File: config.mk
export PLATFORM = sky130hd
export DESIGN_NAME = tp_skew_transpose
export DESIGN_NICKNAME = d
export VERILOG_FILES = /design/src/rtl/tp_pkg.sv /design/src/rtl/tp_row_counter.sv /design/src/rtl/tp_skew_lane.sv /design/src/rtl/tp_column_collector.sv /design/src/rtl/tp_skew_transpose.sv
export SDC_FILE = /design/constraint.sdc
export NUM_CORES = 1
export LEC_CHECK = 0
export ABC_CLOCK_PERIOD_IN_PS = 4000
export BUFFER_PORTS_ARGS = -buffer_cell sky130_fd_sc_hd__buf_2
export CAP_MARGIN = 5
export CORE_ASPECT_RATIO = 2
export CORE_MARGIN = 3
export CORE_UTILIZATION = 40
export DETAILED_ROUTE_END_ITERATION = 8
export HOLD_SLACK_MARGIN = 0.02
export SYNTH_ARGS = -nofsm -noshare
export SYNTH_HDL_FRONTEND = slang
export SYNTH_SLANG_ARGS = --single-unit
File: constraint.sdc
create_clock -name clk -period 4 [get_ports clk]
set_input_delay 0.2 -clock clk [delete_from_list [all_inputs] [get_ports clk]]
set_output_delay 0.2 -clock clk [all_outputs]
set_load 0.005 [all_outputs]
File: src/rtl/tp_pkg.sv
package tp_pkg;
  // default geometry of the transpose
  parameter int unsigned TP_N_DEF = 8;
  parameter int unsigned TP_W_DEF = 16;

  function automatic int unsigned tp_idx_bits(input int unsigned n);
    return (n < 2) ? 1 : $clog2(n);
  endfunction
endpackage

File: src/rtl/tp_row_counter.sv
module tp_row_counter #(
  parameter int unsigned N  = tp_pkg::TP_N_DEF,
  parameter int unsigned RW = tp_pkg::tp_idx_bits(N)
) (
  input  logic          clk,
  input  logic          rst,
  input  logic          acc,
  input  logic          restart,
  output logic [RW-1:0] row_idx
);
  localparam logic [RW-1:0] LAST = RW'(N - 1);

  logic [RW-1:0] cnt_q;

  // index of the row offered this cycle
  assign row_idx = restart ? '0 : cnt_q;

  always_ff @(posedge clk) begin
    if (rst) begin
      cnt_q <= '0;
    end else if (acc) begin
      cnt_q <= (row_idx == LAST) ? '0 : row_idx + RW'(1);
    end
  end
endmodule

File: src/rtl/tp_skew_lane.sv
module tp_skew_lane #(
  parameter int unsigned DEPTH = 1,
  parameter int unsigned W     = tp_pkg::TP_W_DEF,
  parameter int unsigned RW    = 3
) (
  input  logic          clk,
  input  logic          rst,
  input  logic          v_i,
  input  logic [RW-1:0] row_i,
  input  logic [W-1:0]  d_i,
  output logic          v_o,
  output logic [RW-1:0] row_o,
  output logic [W-1:0]  d_o
);
  logic          v_q   [DEPTH];
  logic [RW-1:0] row_q [DEPTH];
  logic [W-1:0]  d_q   [DEPTH];

  // qualifier stages carry reset
  always_ff @(posedge clk) begin
    if (rst) begin
      for (int k = 0; k < DEPTH; k++) v_q[k] <= 1'b0;
    end else begin
      v_q[0] <= v_i;
      for (int k = 1; k < DEPTH; k++) v_q[k] <= v_q[k-1];
    end
  end

  // payload stages need no reset
  always_ff @(posedge clk) begin
    row_q[0] <= row_i;
    d_q[0]   <= d_i;
    for (int k = 1; k < DEPTH; k++) begin
      row_q[k] <= row_q[k-1];
      d_q[k]   <= d_q[k-1];
    end
  end

  assign v_o   = v_q[DEPTH-1];
  assign row_o = row_q[DEPTH-1];
  assign d_o   = d_q[DEPTH-1];
endmodule

File: src/rtl/tp_column_collector.sv
module tp_column_collector #(
  parameter int unsigned N = tp_pkg::TP_N_DEF,
  parameter int unsigned W = tp_pkg::TP_W_DEF
) (
  input  logic           clk,
  input  logic           lane_v,
  input  logic [W-1:0]   lane_d,
  output logic [N*W-1:0] col
);
  // hist[i] holds the coefficient of row i once N-1 rows have passed
  logic [W-1:0] hist [N-1];

  always_ff @(posedge clk) begin
    if (lane_v) begin
      for (int k = 0; k < int'(N) - 2; k++) hist[k] <= hist[k+1];
      hist[N-2] <= lane_d;
    end
  end

  generate
    for (genvar i = 0; i < int'(N) - 1; i++) begin : g_pack
      assign col[i*W +: W] = hist[i];
    end
  endgenerate
  assign col[(N-1)*W +: W] = lane_d;
endmodule

File: src/rtl/tp_skew_transpose.sv
module tp_skew_transpose #(
  parameter int unsigned N = tp_pkg::TP_N_DEF,
  parameter int unsigned W = tp_pkg::TP_W_DEF
) (
  input  logic           clk,
  input  logic           rst,
  input  logic           in_valid,
  input  logic           in_sob,
  input  logic [N*W-1:0] in_row,
  output logic           out_valid,
  output logic           out_sob,
  output logic [N*W-1:0] out_col
);
  localparam int unsigned   RW   = tp_pkg::tp_idx_bits(N);
  localparam logic [RW-1:0] LAST = RW'(N - 1);

  logic [RW-1:0]  row_idx;
  logic           lane_v   [N];
  logic [RW-1:0]  lane_row [N];
  logic [W-1:0]   lane_d   [N];
  logic [N*W-1:0] lane_col [N];
  logic [N-1:0]   done;
  logic [N*W-1:0] sel_col;

  tp_row_counter #(.N(N), .RW(RW)) u_cnt (
    .clk     (clk),
    .rst     (rst),
    .acc     (in_valid),
    .restart (in_sob),
    .row_idx (row_idx)
  );

  // lane j is skewed by j cycles relative to lane 0
  generate
    for (genvar j = 0; j < int'(N); j++) begin : g_lane
      tp_skew_lane #(.DEPTH(j + 1), .W(W), .RW(RW)) u_skew (
        .clk   (clk),
        .rst   (rst),
        .v_i   (in_valid),
        .row_i (row_idx),
        .d_i   (in_row[j*W +: W]),
        .v_o   (lane_v[j]),
        .row_o (lane_row[j]),
        .d_o   (lane_d[j])
      );

      tp_column_collector #(.N(N), .W(W)) u_coll (
        .clk    (clk),
        .lane_v (lane_v[j]),
        .lane_d (lane_d[j]),
        .col    (lane_col[j])
      );

      assign done[j] = lane_v[j] && (lane_row[j] == LAST);
    end
  endgenerate

  // realignment: at most one lane completes a column per cycle
  always_comb begin
    sel_col = '0;
    for (int j = 0; j < int'(N); j++) begin
      if (done[j]) sel_col = sel_col | lane_col[j];
    end
  end

  always_ff @(posedge clk) begin
    if (rst) begin
      out_valid <= 1'b0;
      out_sob   <= 1'b0;
      out_col   <= '0;
    end else begin
      out_valid <= |done;
      out_sob   <= done[0];
      out_col   <= sel_col;
    end
  end
endmodule

==> results.toml <==
[synth]
synthTopCellsByArea = "edfxtp_1 56%, dfxtp_1 31%, a221oi_2 3.1%"
ys_seq_area_share_pct = 86.87
synth_top_area_share_pct = 56.00
synth.cell_area_mm2 = 0.04805
yosysMostFrequentCell = "edfxtp_1"
syn-num-nets = 2571
synth_seq_cells = 1637
synth_edf_count = 896
syn_avg_cell_area_um2 = 19.71
synth_cells = 2438
synth.distinct_cells = 25
synthArstFlopShare_pct = 0
synthTopCellsByCount = "896 x edfxtp_1, 741 x dfxtp_1"
ys_warn_count = 0
synth-main-ff-cell = "edfxtp_1"
synth_largest_area_cell = "edfxtp_1"

[die]
core_area_mm2 = 0.1191
die_h_um = 496.1
die_area_mm2 = 0.1246
die-width_um = 251.1
fp-row-count = 179
io_pins = 262
start_util_pct = 40.33

[clock_network]
clk_path_buf_depth = 3
clk_pin_slew_ns = 0.07
post_cts_resized = 0
clock_sinks = 1637
cts_tree = "built"
clk-insertion-delay-late_ns = 0.76
cts_root_buf = "clkbuf_16"
htree_levels = 4
cts_buffers = 134

[placement]
placed_cells = 4151
post-place-ws_ns = 1.139
place_congestion = 0.9210
numPortBuffers = 261
dp_hpwl_um = 83440

[cells_and_area]
regArea_mm2 = 0.04177
fin_nets = 3036
fill_cells = 10020
multi_input_area_mm2 = 0.005665
drive_gt1_share_pct = 20.74
final_cells = 4554
area_delta_synth_final_pct = 18.88

[detailed_routing]
first_pass_iters = 9
route.vias.total = 24270
wl_per_cell_um = 27.25
drt_iter0_markers = 2892
via_per_inst = 5.329
drc_errors = 5
ant_nets = 0
wl_um = 124100

[sta]
max_slew_margin_pct = 17.42
fin_crit_ns = 2.721
rsz0062_at_grt = "no"
drv_slew = 0
skew_ns = 0.04509
tns_ns = 0
post-route-period-util_pct = 68.04
setup-violations-final = 0
fin_ws_ns = 1.279
clock.fmax_ghz = 0.3674
worst_slew_pin_slew_ns = 1.239
finalHoldViolations = 0

[critical_path]
worst_ep_arrival_time_ns = 3.32
criticalPathCategory = "reg -> reg"
critPathMaxFanout = 61
cp_data_required_time_ns = 4.60
reg2reg_slack_ns = 1.28
r2r_end = "out_col[4]"
reg2reg_depth = 5
r2r_start = "g_lane[7].u_skew.row_q[0][0]"
cp-end-kind = "register"
startpoint_type = "register"

[min_path]
hp-start = "in_row[127]"
min_to = "g_lane[7].u_skew.d_q[0][15]"
min_path_cells = 2
hold_class = "in -> reg"

[global_routing]
overflow = 0
grt_pass1_vias = 24510
grt_usage_pct = 19.88
grt_first_pass_wirelength_um = 178600
antenna_found_initial = 7
grt_max_degree = 87

[power]
power_density_mw_per_mm2 = 555.0
ir_drop_v = 0.0005039
leakagePower_nw = 19.83

[status]
outcome = "finished, violations left"
violations = "design-rule violations"

[run]
drv_cap = 0
-- timing repair --
action,CTS,global route
buffers inserted,0,0
hold endpoints to repair,136,0
hold buffers,153,0
-- flip-flops by register name, indices dropped and copies added (netlist names) --
name / cells
out_col: 128
g_lane.u_skew.row_q: 24
u_cnt.cnt_q: 3
g_lane.u_skew.v_q: 8
out_sob: 1
g_lane.u_skew.d_q: 576
g_lane.u_coll.hist: 896
out_valid: 1
-- cells by family after synthesis --
family	count (synthesis)	share of synthesized area, %
adder cells (fa/ha/maj)	1	0.02604
buffers and inverters	129	1.367
flip-flops	1637	86.87
multiplexers	2	0.04427
AND/OR/NAND/NOR	153	1.362
AO/OA/AOI/OAI	516	10.33
-- layer usage --
metal  track usage, %  share of wire, %  vias up
li1                 -                 -    10640
met1            24.09                37    12100
met2            33.79                50     1290
met3            3.430               6.7      237
met4            11.09               6.1        2
met5                0            0.0073        -
-- layout by cell type, fill, tap and decap left out, drive strengths merged, types with 8 or more instances in the layout --
cell type	netlist	routed
clkinvlp	0	10
a222oi	128	128
a22o	128	128
and4	8	8
nand2	128	128
clkbuf	65	173
a31oi	128	128
dfxtp	741	741
buf	64	305
clkinv	0	36
bufinv	0	12
inv	0	15
a221oi	128	128
nor2b	12	12
edfxtp	896	896
dlygate4sd3	0	153
-- layout make-up --
class                      instances  area share [%]
antenna                            3         0.01314
clock buffer                     173           6.379
clock inverter                    73           1.452
multi-input combinational        672           9.919
sequential                      1637           73.13
tap                             1538           3.369
timing repair buffer             458           5.739
-- how the worst max path moves through the flow --
stage	startpoint	endpoint	slack [ns]	depth (start not counted)
4_1_cts	g_lane[6].u_skew.row_q[3][1]	out_col[13]	1.13	5
6_report	g_lane[7].u_skew.row_q[0][0]	out_col[4]	1.28	5
5_1_grt	g_lane[5].u_skew.v_q[0][1]	out_col[13]	1.19	4
3_5_place_dp	g_lane[6].u_skew.row_q[3][1]	out_col[13]	1.14	5
2_1_floorplan	g_lane[7].u_skew.v_q[3][0]	out_col[107]	0.003	5
3_3_place_gp	g_lane[6].u_skew.row_q[3][1]	out_col[13]	1.14	5
-- critical path, stage by stage, from the launching register on --
cell and delay (ns):
dfxtp_1 0.35, and4_4 0.84, buf_4 0.66, a22o_1 0.22
a221oi_1 0.05, a31oi_1 0.35
-- where the power goes --
group	switching (mW)	internal, mW
Combinational	0.153	0.156
Clock	5.93	7.31
Sequential	0.183	18.0
-- stage by stage --
| stage | utilization (%) | hold slack [ns] | total power, mW | cell area (um^2) |
|---|---|---|---|---|
| detailed placement | 42.87 | 0.3036 | 18.74 | 51080 |
| global placement | 42.87 | 0.3052 | 18.73 | 51080 |
| finish | 47.94 | 0.08523 | 31.70 | 57120 |
| floorplan | - | 0.2277 | 18.50 | 48050 |
| CTS | 47.91 | 0.02102 | 32.01 | 57080 |
| global route | 47.93 | 0.04031 | 32.69 | 57110 |
(Power assumes the default switching activity.)
